## src/rtl/slot_event_ctrl.sv

```systemverilog
module slot_event_ctrl #(
  parameter int NUM_SLOTS = 4,
  localparam int AW = $clog2(NUM_SLOTS + 2)
) (
  input  logic                   clk,
  input  logic                   rst_n,
  input  logic [2*NUM_SLOTS-1:0] pres_code_i,
  input  logic [NUM_SLOTS-1:0]   button_i,
  input  logic [NUM_SLOTS-1:0]   latch_open_i,
  input  logic [NUM_SLOTS-1:0]   iso_fault_i,
  input  logic [NUM_SLOTS-1:0]   con_fault_i,
  input  logic [NUM_SLOTS-1:0]   cap66_i,
  input  logic                   cmd_pend_i,
  input  logic                   arb_err_i,
  input  logic                   reg_we_i,
  input  logic [AW-1:0]          reg_addr_i,
  input  logic [31:0]            reg_wdata_i,
  output logic [31:0]            reg_rdata_o,
  output logic                   irq_o,
  output logic                   serr_o
);

  logic [NUM_SLOTS-1:0][6:0] in_raw, s1_q, s2_q, mask_q;
  logic [NUM_SLOTS-1:0][5:0] prev_q;
  logic [NUM_SLOTS-1:0][4:0] latch_q, ev, keep;
  logic [NUM_SLOTS-1:0]      wr_slot, pend, serr_slot;
  logic [NUM_SLOTS-1:0][31:0] slot_word;
  logic [31:0] loc, ctrl_word;
  logic [1:0]  arm_q;
  logic        armed, wr_ctl, gim_q, gserr_q, arbm_q, arb_det_q;
  logic        unused_wdata;

  assign unused_wdata = ^reg_wdata_i;
  assign armed  = (arm_q == 2'd3);
  assign wr_ctl = reg_we_i && (reg_addr_i == AW'(0));

  for (genvar g = 0; g < NUM_SLOTS; g++) begin : g_slot
    assign in_raw[g] = {cap66_i[g], con_fault_i[g], iso_fault_i[g],
                        latch_open_i[g], button_i[g], pres_code_i[2*g +: 2]};
    assign wr_slot[g] = reg_we_i && (reg_addr_i == AW'(g + 2));
    assign ev[g] = armed ? {s2_q[g][5] ^ prev_q[g][5],
                            s2_q[g][3] ^ prev_q[g][3],
                            s2_q[g][2] ^ prev_q[g][2],
                            s2_q[g][4] ^ prev_q[g][4],
                            |(s2_q[g][1:0] ^ prev_q[g][1:0])} : 5'b0;
    assign keep[g] = wr_slot[g] ? ~reg_wdata_i[20:16] : 5'h1f;

    always_ff @(posedge clk) begin
      if (!rst_n) begin
        s1_q[g]    <= '0;
        s2_q[g]    <= '0;
        prev_q[g]  <= '0;
        latch_q[g] <= '0;
        mask_q[g]  <= '1;
      end else begin
        s1_q[g]    <= in_raw[g];
        s2_q[g]    <= s1_q[g];
        prev_q[g]  <= s2_q[g][5:0];
        latch_q[g] <= (latch_q[g] & keep[g]) | ev[g];
        if (wr_slot[g]) mask_q[g] <= reg_wdata_i[30:24];
      end
    end

    assign pend[g]      = |(latch_q[g] & ~mask_q[g][4:0]);
    assign serr_slot[g] = (latch_q[g][3] & ~mask_q[g][5]) |
                          (latch_q[g][4] & ~mask_q[g][6]);
    assign slot_word[g] = {1'b0, mask_q[g], 3'b0, latch_q[g], 4'b0,
                           s2_q[g][1:0], s2_q[g][6], s2_q[g][3], s2_q[g][2],
                           ~(s2_q[g][4] | s2_q[g][5]), 6'b0};

    assert_latch_hold_R3: assert property (@(posedge clk) disable iff (!rst_n)
      (latch_q[g] & $past(latch_q[g] & keep[g])) == $past(latch_q[g] & keep[g]));
    assert_mask_wr_R5: assert property (@(posedge clk) disable iff (!rst_n)
      wr_slot[g] |=> (mask_q[g] == $past(reg_wdata_i[30:24])));
    assert_quiet_R11: assert property (@(posedge clk) disable iff (!rst_n)
      !armed |-> (latch_q[g] == 5'b0));
  end

  always_ff @(posedge clk) begin
    if (!rst_n) begin
      arm_q     <= '0;
      gim_q     <= 1'b1;
      gserr_q   <= 1'b1;
      arbm_q    <= 1'b1;
      arb_det_q <= 1'b0;
    end else begin
      if (!armed) arm_q <= arm_q + 2'd1;
      if (wr_ctl) begin
        gim_q   <= reg_wdata_i[0];
        gserr_q <= reg_wdata_i[1];
        arbm_q  <= reg_wdata_i[3];
      end
      arb_det_q <= (arb_det_q & ~(wr_ctl & reg_wdata_i[17])) | arb_err_i;
    end
  end

  assign ctrl_word = {14'b0, arb_det_q, 13'b0, arbm_q, 1'b0, gserr_q, gim_q};

  always_comb begin
    loc    = '0;
    loc[0] = cmd_pend_i;
    for (int i = 0; i < NUM_SLOTS; i++) loc[i+1] = pend[i];
  end

  always_comb begin
    reg_rdata_o = '0;
    if (reg_addr_i == AW'(0)) reg_rdata_o = ctrl_word;
    else if (reg_addr_i == AW'(1)) reg_rdata_o = loc;
    for (int i = 0; i < NUM_SLOTS; i++)
      if (reg_addr_i == AW'(i + 2)) reg_rdata_o = slot_word[i];
  end

  assign irq_o  = (|loc) & ~gim_q;
  assign serr_o = ~gserr_q & ((|serr_slot) | (arb_det_q & ~arbm_q));

  assert_arb_set_R10: assert property (@(posedge clk) disable iff (!rst_n)
    arb_err_i |=> arb_det_q);
  assert_cmd_irq_R8: assert property (@(posedge clk) disable iff (!rst_n)
    (cmd_pend_i && !gim_q) |-> irq_o);

endmodule

```

## config.mk

```make
export PLATFORM = sky130hd
export DESIGN_NAME = slot_event_ctrl
export DESIGN_NICKNAME = d
export VERILOG_FILES = /design/src/rtl/slot_event_ctrl.sv
export SDC_FILE = /design/constraint.sdc
export NUM_CORES = 1
export LEC_CHECK = 0
export BUFFER_PORTS_ARGS = -buffer_cell sky130_fd_sc_hd__buf_2
export CAP_MARGIN = 20
export CELL_PAD_IN_SITES_DETAIL_PLACEMENT = 2
export CELL_PAD_IN_SITES_GLOBAL_PLACEMENT = 2
export CORE_AREA = 3 3 132 134
export DETAILED_ROUTE_END_ITERATION = 10
export DIE_AREA = 0 0 135 137
export GPL_ROUTABILITY_DRIVEN = 0
export PLACE_DENSITY = 0.77
export SLEW_MARGIN = 20
export SYNTH_ARGS = -nofsm -noshare
export SYNTH_HDL_FRONTEND = slang
export SYNTH_SLANG_ARGS = --single-unit
```

## constraint.sdc

```tcl
create_clock -name clk -period 1.45 [get_ports clk]
set_input_delay 0.29 -clock clk [delete_from_list [all_inputs] [get_ports clk]]
set_output_delay 0.29 -clock clk [all_outputs]
set_load 0.05 [all_outputs]
```

-- Word level (Yosys, flattened, before mapping)
Index checks and enable logic that the tools add are counted.
- flip-flop bits (word level): 134
- input bits: 68
- output and inout bits: 34
- logic and storage cells: 138
- add/sub/neg operators: 1
- equality and inequality tests: 6
- multiplexer cells: 14
- bitwise logic cells: 76
- reduce and logical (&&, ||, !) cells: 16
- operators by type and width (kind ; count):
    32-bit 2-to-1 mux ; 4
    5-bit 2-to-1 mux ; 9
    5-bit bitwise AND ; 8
    5-bit inverter ; 5
    21-bit OR reduction ; 1
    5-bit OR ; 4
    5-bit OR reduction ; 4
    18-bit 2-to-1 mux ; 1
    1-bit inverter ; 16
    1-bit bitwise XOR ; 16
    1-bit bitwise AND ; 13
    1-bit OR ; 10
    2-bit OR reduction ; 4
    2-bit bitwise XOR ; 4
    3-bit by 2-bit equality test with 1-bit output, second input constant ; 2
    3-bit equality test, second input constant ; 2
    1-bit logical AND ; 5
    4-bit OR reduction ; 1
    3-bit by 1-bit equality test with 1-bit output, second input constant ; 1
    3-bit logical NOT ; 1
    2-bit by 1-bit adder with 2-bit output, second input constant ; 1
    2-bit equality test, second input constant ; 1

-- Logic depth before layout (Yosys ltp)
- word-level depth: 9
- mapped depth: 7
- depth with buffers taken out: 4

-- Worst setup path after synthesis
No wires, ideal clock.
- path kind: flip-flop to output port
- start point: register latch_q[14] (netlist name)
- end point: output reg_rdata_o[3]
- arrival: 3.063 ns
- required time: 1.160 ns
- setup slack: -1.903 ns
- stages on the path, launching flop included: 5
- path buffers: 0
- path through: dfxtp_1 > inv_1 > o22ai_1 > a211oi_1 > a2111oi_0
- word-level cells in the longest chain between the ends: 8
- RTL lines (item ; RTL line ; text):
    start: declaration ; 25 ; logic [NUM_SLOTS-1:0][4:0] latch_q, ev, keep;
    start signal: indexed assignment ; 59 ; latch_q[g] <= (latch_q[g] & keep[g]) | ev[g];
    5-bit bitwise AND ; 64 ; assign pend[g] = |(latch_q[g] & ~mask_q[g][4:0]);
    5-bit OR reduction ; 64 ;
    5-bit 2-to-1 mux ; 108 ; else if (reg_addr_i == AW'(1)) reg_rdata_o = loc;
    18-bit 2-to-1 mux ; 107 ; if (reg_addr_i == AW'(0)) reg_rdata_o = ctrl_word;
    32-bit 2-to-1 mux (4 in a row) ; 110 ; if (reg_addr_i == AW'(i + 2)) reg_rdata_o = slot_word[i];
    end: declaration ; 18 ; output logic [31:0] reg_rdata_o,
Every way passes these cells.

-- Worst setup path after layout
- start point: register latch_q[4] (netlist name)
- end point: output irq_o
- word-level cells in the longest chain between the ends: 3
- RTL lines (item ; RTL line ; text):
    5-bit bitwise AND ; 64 ;
    21-bit OR reduction ; 113 ; assign irq_o = (|loc) & ~gim_q;
    1-bit bitwise AND ; 113 ;
    end: declaration ; 19 ; output logic irq_o,
Every way passes these cells.

==> impl_metrics.yaml <==
critical_path:
  worstPathMaxFanout: 2
  end_kind: "output port"
  worstReg2RegStart: "arm_q[0]$_SDFFE_PN0N_"
  critPathArrivalTime_ns: 1.73
  criticalPathCategory: "reg2out"
  cp-start-kind: "register"
  crit_start: "latch_q[4]$_SDFF_PN0_"
  required_ns: 1.16
die:
  io_pins: 102
  die_area_um2: 18500
  die_w_um: 135
  placementRows: 47
  core_region_area_um2: 16410
  initial_core_util_pct: 32.56
  chipHeight_um: 137
cts:
  cts.sinks: 134
  path_clk_slew_ns: 0.07
  clockBufferDepth: 2
  cts_root_buf: "clkbuf_16"
  htreeDepth: 4
  clkLatencyLatePin_ns: 0.43
  cts-buffers-inserted: 17
  cts_tree: "yes"
grt:
  gr-usage-met3_pct: 4.154
  antenna_found_initial: 0
  grt_max_degree: 39
  met2_usage_pct: 49.64
  grt_pass1_vias: 5549
  use_met1_pct: 27.37
  grt_busiest_layer: "met2"
  grt.total_usage_pct: 25.77
  grt_pass1_wl_mm: 34.87
  gr-total-overflow: 0
drt:
  wirelength_mm: 24.45
  wl_per_cell_um: 25.21
  vias: 4882
  dr.pass1.iters: 4
  initialDrtViolationCount: 223
  drc_errors: 0
  final_antenna_net_count: 0
  viasPerCell: 5.033
finish:
  drive_gt1_share_pct: 51.07
  multiInputGateArea_um2: 3234
  fin_cells: 970
  diodes: 0
  fin_nets: 806
  seq_area_um2: 2820
  area_growth_pct: 61.47
  n_fill_cell: 1582
  final_util_pct: 52.57
flow_run:
  maxCapViolCount: 0
min_path:
  hp-class: "in2reg"
  hp-start: "iso_fault_i[0]"
timing:
  finalWorstSetupSlack_ns: -0.5666
  fmax_mhz: 495.9
  clock-skew-final_ns: 0.009151
  period_needed_ns: 2.017
  drv_slew: 0
  finalCritPeriodShare_pct: 139.1
  rsz0062_at_grt: "true"
  setup_viol: 25
  finalHoldViolations: 0
synthesis:
  ys_ff_latch: 134
  synth_edf_count: 0
  yosysSeqAreaShare_pct: 50.22
  synth_compound_gate_area_share_pct: 9.932
  ys_types: 34
  ys_warn_count: 0
  synth_top_area_share_pct: 50.22
  synth_area_um2: 5341
  synth_xor_area_share_pct: 4.099
  synthFlopType: "dfxtp_1"
  synth_mux_area_share_pct: 6.746
  synth.avg_cell_area_um2: 9.404
  netlist_instances: 568
  ys_top_cells_by_area: "dfxtp_1 (50%), and2_1 (9.5%), mux2i_1 (6.7%), nand2_1 (4.6%), xor2_1 (3.9%)"
  yosys.area.top_type: "dfxtp_1"
  synth_adder_area_share_pct: 0.2342
  synth_top_family_by_area: "simple AND/OR/NAND/NOR gates"
  synthSimpleGateAreaFrac_pct: 21.83
  async_flop_share_pct: 0
outcome:
  violations: "negative setup slack"
  outcome: "complete, but fails checks"
placement:
  dp_hpwl_mm: 13.66
  dp.cells: 907
  port_buffers: 75
pwr:
  power_density_nw_per_um2: 1111
  p_leak_nw: 3.517
  ir_drop_v: 0.001055
[cell usage in the layout (no fill, tap or decap), drive strengths merged, types with 20 or more instances in the layout]
master / n
a21oi: 24
and2: 81
buf: 186
clkbuf: 20
dfxtp: 134
inv: 31
mux2i: 36
nand2: 66
nand3: 26
nor2b: 20
o22ai: 26
xor2: 24
[synthesized netlist by cell type (8+ instances only)]
cell,n
dfxtp_1,134
and2_1,81
nand2_1,66
mux2i_1,36
inv_1,26
nand3_1,26
o22ai_1,26
a21oi_1,24
xor2_1,24
nor2b_1,20
buf_4,14
clkbuf_1,14
buf_2,11
o211ai_1,9
nor2_1,8
[routing by layer]
metal	up-vias	share of wire, %
met2	143	55
met3	53	2.9
met5	-	0
met4	0	3.7
met1	2463	38
li1	2223	-
[cells by family (layout without fill, tap and decap cells)]
family / Yosys count / count (layout)
simple gates: 217 / 217
flops: 134 / 134
compound gates: 84 / 84
buf+inv: 70 / 244
mux: 36 / 36
xor+xnor: 25 / 25
fa+ha+maj: 1 / 1
other cells: 1 / 9
[metrics by stage]
stage / hold slack, ns / worst slack (ns) / setup TNS (ns) / instance area (um2) / total power, mW
3_3_place_gp: 0.4173 / -0.3179 / -5.171 / 6793 / 5.008
6_report: 0.07277 / -0.5666 / -5.859 / 8625 / 9.584
4_1_cts: 0.05696 / -0.5203 / -6.332 / 8348 / 9.414
5_1_grt: 0.06085 / -0.6323 / -6.883 / 8625 / 9.919
2_1_floorplan: 0.4057 / -0.2191 / -0.9816 / 5828 / 4.716
3_5_place_dp: 0.4165 / -0.4480 / -7.800 / 6793 / 5.080
[repair_timing]
action | 4_1_cts | 5_1_grt
hold buffers | 0 | 0
resized for setup | 228 | 58
setup buffers | 24 | 13
setup endpoints to repair | 25 | 25
pin swaps | 25 | 15
[final timing paths]
| path | cells past startpoint | end | slack, ns |
|---|---|---|---|
| max | 5 | irq_o | -0.57 |
| min | 2 | s1_q[4]$_SDFF_PN0_ | 0.07 |
| max reg2reg | 4 | latch_q[10]$_SDFF_PN0_ | 0.05 |
| min reg2reg | 1 | s2_q[0]$_SDFF_PN0_ | 0.44 |
[final cells by class]
cell class	count	area share [%]
multi-input cells	372	37.50
flip-flops and latches	134	32.70
repair buffers	186	18.93
clock inverters	12	1.103
well taps	220	3.192
inverters	26	1.277
clock buffers	20	5.295
[worst max-delay path, cell delays in order (launching register included)]
cell and delay, ns:
dfxtp_4 0.37, nand2b_1 0.14, o221ai_4 0.14, nor3_2 0.29
a41oi_4 0.17, buf_6 0.19
[report_power, final]
group	leakage (nW)	total [mW]	switching, mW	internal (mW)
Clock	0.256	4.22	1.91	2.31
Combinational	2.15	1.41	0.786	0.619
Sequential	1.11	3.96	0.141	3.82
Total	3.52	9.58	2.84	6.75
[sequential cells by signal, summed over array words and instances (netlist names)]
signal / cells
arb_det_q: 1
arbm_q: 1
arm_q: 2
gim_q: 1
gserr_q: 1
latch_q: 20
mask_q: 28
prev_q: 24
s1_q: 28
s2_q: 28
(Power assumes the default switching activity.)
